[src/rtl/fsk_cid_pkg.sv]
package fsk_cid_pkg;
  typedef enum logic [2:0] {
    PH_IDLE  = 3'd0,
    PH_SEIZE = 3'd1,
    PH_MARK  = 3'd2,
    PH_DATA  = 3'd3,
    PH_TAIL  = 3'd4
  } phase_t;

  localparam int unsigned BYTE_W   = 8;
  localparam int unsigned STOP_POS = BYTE_W + 1;
endpackage

[src/rtl/fsk_baud_gen.sv]
module fsk_baud_gen #(
  parameter int unsigned CLK_DIV = 20000
) (
  input  logic clk,
  input  logic rst_n,
  input  logic restart,
  output logic tick
);
  localparam int unsigned CW = (CLK_DIV > 1) ? $clog2(CLK_DIV) : 1;
  localparam logic [CW-1:0] LAST = CW'(CLK_DIV - 1);

  logic [CW-1:0] cnt;

  always_ff @(posedge clk) begin
    if (!rst_n || restart) cnt <= '0;
    else if (cnt == LAST)  cnt <= '0;
    else                   cnt <= cnt + 1'b1;
  end

  assign tick = (cnt == LAST);
endmodule

[src/rtl/fsk_byte_ram.sv]
module fsk_byte_ram #(
  parameter int unsigned DEPTH = 64,
  parameter int unsigned AW    = 6
) (
  input  logic          clk,
  input  logic          we,
  input  logic [AW-1:0] waddr,
  input  logic [7:0]    wdata,
  input  logic [AW-1:0] raddr,
  output logic [7:0]    rdata
);
  logic [7:0] mem [DEPTH];

  always_ff @(posedge clk) begin
    if (we) mem[waddr] <= wdata;
  end

  assign rdata = mem[raddr];
endmodule

[src/rtl/fsk_seq_fsm.sv]
module fsk_seq_fsm
  import fsk_cid_pkg::*;
#(
  parameter int unsigned LEN_W = 9,
  parameter int unsigned DEPTH = 64,
  parameter int unsigned DLW   = 7,
  parameter int unsigned AW    = 6
) (
  input  logic             clk,
  input  logic             rst_n,
  input  logic             ctrl_wr,
  input  logic             ctrl_en,
  input  logic             ctrl_uk,
  input  logic             ctrl_mas,
  input  logic             ctrl_start,
  input  logic [LEN_W-1:0] seize_len,
  input  logic [LEN_W-1:0] mark_len,
  input  logic [DLW-1:0]   data_len,
  input  logic             tick,
  input  logic [7:0]       rdata,
  output logic [AW-1:0]    raddr,
  output logic             launch,
  output logic             active,
  output logic             cfg_uk,
  output logic             tx_valid,
  output logic             tx_bit,
  output logic             start_flag
);
  localparam int unsigned IW = (LEN_W > DLW) ? LEN_W : DLW;

  phase_t         phase, phase_n;
  logic [IW-1:0]  idx, idx_n;
  logic [3:0]     bpos, bpos_n;
  logic [IW-1:0]  lat_s, lat_m, lat_d;
  logic [IW-1:0]  s_in, m_in, d_in;
  logic           cfg_mas, tail, abort, cancel;

  function automatic phase_t pick_phase(input phase_t from, input logic [IW-1:0] s,
                                        input logic [IW-1:0] m, input logic [IW-1:0] d,
                                        input logic end_mas);
    if (from == PH_SEIZE && s != '0) return PH_SEIZE;
    if ((from == PH_SEIZE || from == PH_MARK) && m != '0) return PH_MARK;
    if (from != PH_TAIL && d != '0) return PH_DATA;
    return end_mas ? PH_TAIL : PH_IDLE;
  endfunction

  function automatic logic is_active(input phase_t p);
    return (p == PH_SEIZE) || (p == PH_MARK) || (p == PH_DATA);
  endfunction

  assign s_in = IW'(seize_len);
  assign m_in = IW'(mark_len);
  assign d_in = (data_len > DLW'(DEPTH)) ? IW'(DEPTH) : IW'(data_len);

  assign active = is_active(phase);
  assign tail   = (phase == PH_TAIL);
  assign abort  = ctrl_wr && !ctrl_en;
  assign cancel = ctrl_wr && ctrl_en && ctrl_start && tail && !ctrl_mas;
  assign launch = ctrl_wr && ctrl_en && ctrl_start && !active && !cancel;

  always_comb begin
    phase_n = phase;
    idx_n   = idx;
    bpos_n  = bpos;
    if (abort || cancel) begin
      phase_n = PH_IDLE;
      idx_n   = '0;
      bpos_n  = '0;
    end else if (launch) begin
      phase_n = pick_phase(PH_SEIZE, s_in, m_in, d_in, 1'b0);
      idx_n   = '0;
      bpos_n  = '0;
    end else if (tick) begin
      unique case (phase)
        PH_SEIZE: begin
          if (idx == lat_s - 1'b1) begin
            phase_n = pick_phase(PH_MARK, lat_s, lat_m, lat_d, cfg_mas);
            idx_n   = '0;
          end else idx_n = idx + 1'b1;
        end
        PH_MARK: begin
          if (idx == lat_m - 1'b1) begin
            phase_n = pick_phase(PH_DATA, lat_s, lat_m, lat_d, cfg_mas);
            idx_n   = '0;
          end else idx_n = idx + 1'b1;
        end
        PH_DATA: begin
          if (bpos == 4'(STOP_POS)) begin
            bpos_n = '0;
            if (idx == lat_d - 1'b1) begin
              phase_n = pick_phase(PH_TAIL, lat_s, lat_m, lat_d, cfg_mas);
              idx_n   = '0;
            end else idx_n = idx + 1'b1;
          end else bpos_n = bpos + 1'b1;
        end
        default: ;
      endcase
    end
  end

  always_ff @(posedge clk) begin
    if (!rst_n) begin
      phase      <= PH_IDLE;
      idx        <= '0;
      bpos       <= '0;
      lat_s      <= '0;
      lat_m      <= '0;
      lat_d      <= '0;
      cfg_uk     <= 1'b0;
      cfg_mas    <= 1'b0;
      start_flag <= 1'b0;
    end else begin
      phase      <= phase_n;
      idx        <= idx_n;
      bpos       <= bpos_n;
      start_flag <= launch || is_active(phase_n);
      if (ctrl_wr) begin
        cfg_uk  <= ctrl_uk;
        cfg_mas <= ctrl_mas;
      end
      if (launch) begin
        lat_s <= s_in;
        lat_m <= m_in;
        lat_d <= d_in;
      end
    end
  end

  always_comb begin
    unique case (phase)
      PH_SEIZE: tx_bit = idx[0];
      PH_DATA: begin
        if (bpos == 4'd0)                 tx_bit = 1'b0;
        else if (bpos == 4'(STOP_POS))    tx_bit = 1'b1;
        else                              tx_bit = rdata[3'(bpos - 4'd1)];
      end
      default:  tx_bit = 1'b1;
    endcase
  end

  assign tx_valid = (phase != PH_IDLE);
  assign raddr    = idx[AW-1:0];
endmodule

[src/rtl/fsk_cid_seq.sv]
module fsk_cid_seq #(
  parameter int unsigned CLK_DIV = 20000,
  parameter int unsigned DEPTH   = 64,
  parameter int unsigned LEN_W   = 9,
  localparam int unsigned AW     = $clog2(DEPTH),
  localparam int unsigned DLW    = $clog2(DEPTH + 1)
) (
  input  logic             clk,
  input  logic             rst_n,
  input  logic             ctrl_wr,
  input  logic             ctrl_en,
  input  logic             ctrl_uk,
  input  logic             ctrl_mas,
  input  logic             ctrl_start,
  input  logic [LEN_W-1:0] seize_len,
  input  logic [LEN_W-1:0] mark_len,
  input  logic [DLW-1:0]   data_len,
  input  logic             ram_we,
  input  logic [AW-1:0]    ram_addr,
  input  logic [7:0]       ram_wdata,
  output logic             tx_valid,
  output logic             tx_bit,
  output logic [1:0]       tx_freq,
  output logic             start_flag
);
  logic          baud_tick, launch, active, cfg_uk;
  logic [AW-1:0] raddr;
  logic [7:0]    rdata;

  fsk_baud_gen #(.CLK_DIV(CLK_DIV)) u_baud (
    .clk(clk), .rst_n(rst_n), .restart(launch), .tick(baud_tick)
  );

  fsk_byte_ram #(.DEPTH(DEPTH), .AW(AW)) u_ram (
    .clk(clk), .we(ram_we && !active), .waddr(ram_addr), .wdata(ram_wdata),
    .raddr(raddr), .rdata(rdata)
  );

  fsk_seq_fsm #(.LEN_W(LEN_W), .DEPTH(DEPTH), .DLW(DLW), .AW(AW)) u_fsm (
    .clk(clk), .rst_n(rst_n),
    .ctrl_wr(ctrl_wr), .ctrl_en(ctrl_en), .ctrl_uk(ctrl_uk),
    .ctrl_mas(ctrl_mas), .ctrl_start(ctrl_start),
    .seize_len(seize_len), .mark_len(mark_len), .data_len(data_len),
    .tick(baud_tick), .rdata(rdata), .raddr(raddr),
    .launch(launch), .active(active), .cfg_uk(cfg_uk),
    .tx_valid(tx_valid), .tx_bit(tx_bit), .start_flag(start_flag)
  );

  assign tx_freq = {cfg_uk, tx_bit};
endmodule

[config.mk]
export PLATFORM = sky130hd
export DESIGN_NAME = fsk_cid_seq
export DESIGN_NICKNAME = d
export VERILOG_FILES = /design/src/rtl/fsk_cid_pkg.sv /design/src/rtl/fsk_baud_gen.sv /design/src/rtl/fsk_byte_ram.sv /design/src/rtl/fsk_seq_fsm.sv /design/src/rtl/fsk_cid_seq.sv
export SDC_FILE = /design/constraint.sdc
export NUM_CORES = 1
export LEC_CHECK = 0
export BUFFER_PORTS_ARGS = -buffer_cell sky130_fd_sc_hd__buf_4
export CORE_UTILIZATION = 56
export DETAILED_ROUTE_END_ITERATION = 8
export PLACE_DENSITY_LB_ADDON = 0.05
export SLEW_MARGIN = 20
export SYNTH_ARGS = -nofsm -noshare
export SYNTH_HDL_FRONTEND = slang
export SYNTH_HIERARCHICAL = 1
export SYNTH_SLANG_ARGS = --single-unit
[constraint.sdc]
create_clock -name clk -period 3.25 [get_ports clk]
set_input_delay 0.1625 -clock clk [delete_from_list [all_inputs] [get_ports clk]]
set_output_delay 0.1625 -clock clk [all_outputs]
set_load 0.005 [all_outputs]
==> results_dict.tcl <==
set metrics [dict create \
    syn_nets 1475 \
    place.gp.congestion 0.8531 \
    fin_ws_ps -943.5 \
    synth-seq-cells 571 \
    cp.arrival_ps 4030 \
    rows 75 \
    grt_use_total 0.2646 \
    status "finished, violations left" \
    drive_gt1_frac 0.2899 \
    met1Wirelength_mm 24.61 \
    slew_viol_final 0 \
    drtPass1Iterations 5 \
    ys_warn_count 6 \
    die-area_sq_um 43470 \
    gr-total-overflow 0 \
    rrSetupSlack_ps 230 \
    ys_seq_area_frac 0.6933 \
    cts_root_buf "clkbuf_16" \
    area_growth_pct 18.81 \
    wl_met3_mm 3.456 \
    ir_drop_mv 0.5285 \
    power_per_cell_area_nw_per_um2 534.7 \
    cp-end-kind "output pin" \
    ant_nets 0 \
    clock_path_buffers 3 \
    slew_headroom 0.4743 \
    dr.first_iter.drc_count 1293 \
    stdcell_area_sq_um 28370 \
    p_leak_nw 9.138 \
    crit_type "reg2out" \
    top_layer "met4" \
    place_hpwl_mm 35.05 \
    htreeDepth 2 \
    min_period_over_period 1.290 \
    period_needed_ps 4193 \
    synth_cell_types 72 \
    max_freq_ghz 0.2385 \
    worst_pin_slew_ps 781.4 \
    min_path_type "in2reg" \
    path_max_fanout 8 \
    setup_viol 2 \
    routedWlPerCell_microns 25.20 \
    antenna_cells 0 \
    yosys.area.top_type "edfxtp_1" \
    grt_pass1_wl_mm 84.30 \
    die_h_microns 208.5 \
    top_level_ports 52 \
    netlist_area_sq_um 23880 \
    antenna_found_initial 1 \
    hold_viol 0 \
    drcViolationCount 0 \
    place_area_sq_um 25660 \
    syn_avg_cell_area_sq_um 16.84 \
    portBuffers 51 \
    n_fill_cell 2880 \
    grt_start_max_net_pins 65 \
    grt_pass1_vias 13600 \
    cts_inserted_buffers 57 \
    skew_ps 14.82 \
    synth_top_area_frac 0.6438 \
    hold_ws_ps 108.3 \
    clock_sinks 571 \
    nets 1698 \
    synthTopCellsByArea "edfxtp_1 64%, mux4_2 12%, dfxtp_1 4.9%" \
    start_util 0.5680 \
    path_clk_slew_ps 60 \
    async_flop_share 0 \
    synth-edff-count 512 \
    wirelength_mm 56.17 \
    cp.required_ps 3090 \
    violations "negative setup slack" \
    wl_met2_mm 26.45 \
    rsz0062_at_grt "yes" \
    ys.flop_type "edfxtp_1" \
    die_w_microns 208.5 \
    crit_path_start_kind "register" \
    vias_per_cell 6.092 \
    route.vias.total 13580 \
    tritoncts "done" \
    netlist_instances 1418 \
    clk_latency_ps 620 \
    max_cap_viol_count 0 \
    core-area_sq_um 42040 \
]
[power by group]
part           internal, mW  leakage, nW  total [mW]  switching (mW)
sequential             8.03         5.09        8.06          0.0270
clock                  3.92        0.925        6.67            2.74
combinational         0.158         3.13       0.445           0.287
[what timing repair did]
item | CTS | global route
setup buffers | 12 | 1
pin swaps | 4 | 7
endpoints found under the setup margin | 2 | 2
gates cloned | 3 | 2
gates resized for setup | 33 | 15
hold buffers | 32 | 0
hold endpoints to repair | 31 | 0
[cell type report]
cell class / instances / area (sq um) / share of cell area
Sequential cell: 571 / 16570 / 0.5840
Clock buffer: 74 / 1510 / 0.05323
Tap cell: 539 / 674.4 / 0.02377
Inverter: 19 / 71.32 / 0.002514
Timing Repair Buffer: 250 / 2298 / 0.08101
Multi-Input combinational cell: 742 / 6852 / 0.2415
Clock inverter: 34 / 396.6 / 0.01398
[per-stage QoR]
step | cells | power [mW] | setup WS, ps | TNS, ps | util
6_report | 2229 | 15.17 | -943.5 | -1886 | 0.6749
5_1_grt | 2229 | 15.60 | -1062 | -2121 | 0.6749
4_1_cts | 2227 | 15.28 | -963.8 | -1927 | 0.6719
3_5_place_dp | 2073 | 8.626 | -885.0 | -1770 | 0.6104
3_3_place_gp | 2073 | 8.614 | -908.5 | -1816 | 0.6104
2_1_floorplan | 1418 | 8.394 | 5.225 | 0 | -
[cells in the mapped netlist, types with 5 or more instances]
cell type and n:
and3_1 5, nand3b_1 13, mux4_2 128, buf_6 10
a21oi_1 43, nor2_1 130, nand2b_1 12, ha_1 10
buf_4 23, o22ai_1 8, buf_1 5, nand4_1 14
nor3_2 6, edfxtp_1 512, a31oi_1 6, a221oi_1 6
o211ai_1 5, o21ai_0 9, a211oi_1 7, nand2_1 88
dfxtp_1 59, mux2i_1 26, o221ai_1 8, or3_1 5
nor3_1 27, buf_2 18, xnor2_1 30, clkbuf_1 26
nor2b_1 18, xor2_1 21, nor4_1 13, mux2_2 14
inv_1 19, nand3_1 28
[sequential cells by signal, summed over array words and instances (netlist names)]
signal,cells
u_ram/mem,512
u_fsm/phase,3
u_fsm/idx,9
u_fsm/bpos,4
u_fsm/lat_m,9
u_baud/cnt,15
u_fsm/lat_d,7
u_fsm/cfg_uk,1
u_fsm/start_flag,1
u_fsm/cfg_mas,1
u_fsm/lat_s,9
[cells in the final DEF (no fill, tap or decap), drive strengths merged, types with 7 or more instances in the layout]
| cell type | synthesis | routed |
|---|---|---|
| a211oi | 9 | 9 |
| a21oi | 43 | 43 |
| buf | 59 | 215 |
| bufinv | 0 | 8 |
| clkbuf | 27 | 76 |
| clkinv | 0 | 19 |
| dfxtp | 59 | 59 |
| dlygate4sd3 | 0 | 32 |
| edfxtp | 512 | 512 |
| ha | 10 | 10 |
| inv | 19 | 23 |
| mux2 | 15 | 15 |
| mux2i | 26 | 26 |
| mux4 | 128 | 128 |
| nand2 | 88 | 88 |
| nand2b | 12 | 12 |
| nand3 | 28 | 28 |
| nand3b | 13 | 13 |
| nand4 | 14 | 14 |
| nor2 | 130 | 130 |
| nor2b | 19 | 19 |
| nor3 | 33 | 33 |
| nor4 | 16 | 16 |
| o211ai | 7 | 7 |
| o21ai | 12 | 12 |
| o221ai | 8 | 8 |
| o22ai | 9 | 9 |
| xnor2 | 30 | 30 |
| xor2 | 21 | 21 |
[critical path: stages (launching register included)]
cell and delay, ps:
dfxtp_4 370, buf_12 180, buf_16 160, buf_12 110, mux4_2 540, a2111oi_4 450, buf_4 190, o41ai_2 60
mux4_2 480, mux2_4 300, o21ai_2 120, nand2_1 80, o21ai_2 100, nand2_2 100, buf_6 140
[worst paths after layout]
check | start | endpoint | cells after the start
worst max-delay path | u_fsm/idx[0] | tx_freq[0] | 14
worst min register to register | u_baud/cnt[0] | u_baud/cnt[0] | 1
worst min-delay path | ram_addr[2] | u_ram/mem[54][5] | 3
worst max register to register | u_fsm/idx[3] | u_fsm/idx[6] | 11
[kinds of logic (layout without fill, tap and decap cells)]
logic type,Yosys count,in the layout,synth area share
mux,169,169,0.1387
flops,571,571,0.6933
compound gates,135,135,0.03987
fa+ha+maj,10,10,0.005239
xor+xnor,51,51,0.01870
simple gates,377,377,0.07775
buf+inv,105,377,0.02646
[routing by layer]
metal / up-vias / global-route usage
li1: 6045 / -
met1: 6989 / 0.3821
met2: 441 / 0.4123
met3: 103 / 0.04589
met4: 0 / 0.08914
met5: - / 0
Power figures use the tool's default switching activity.
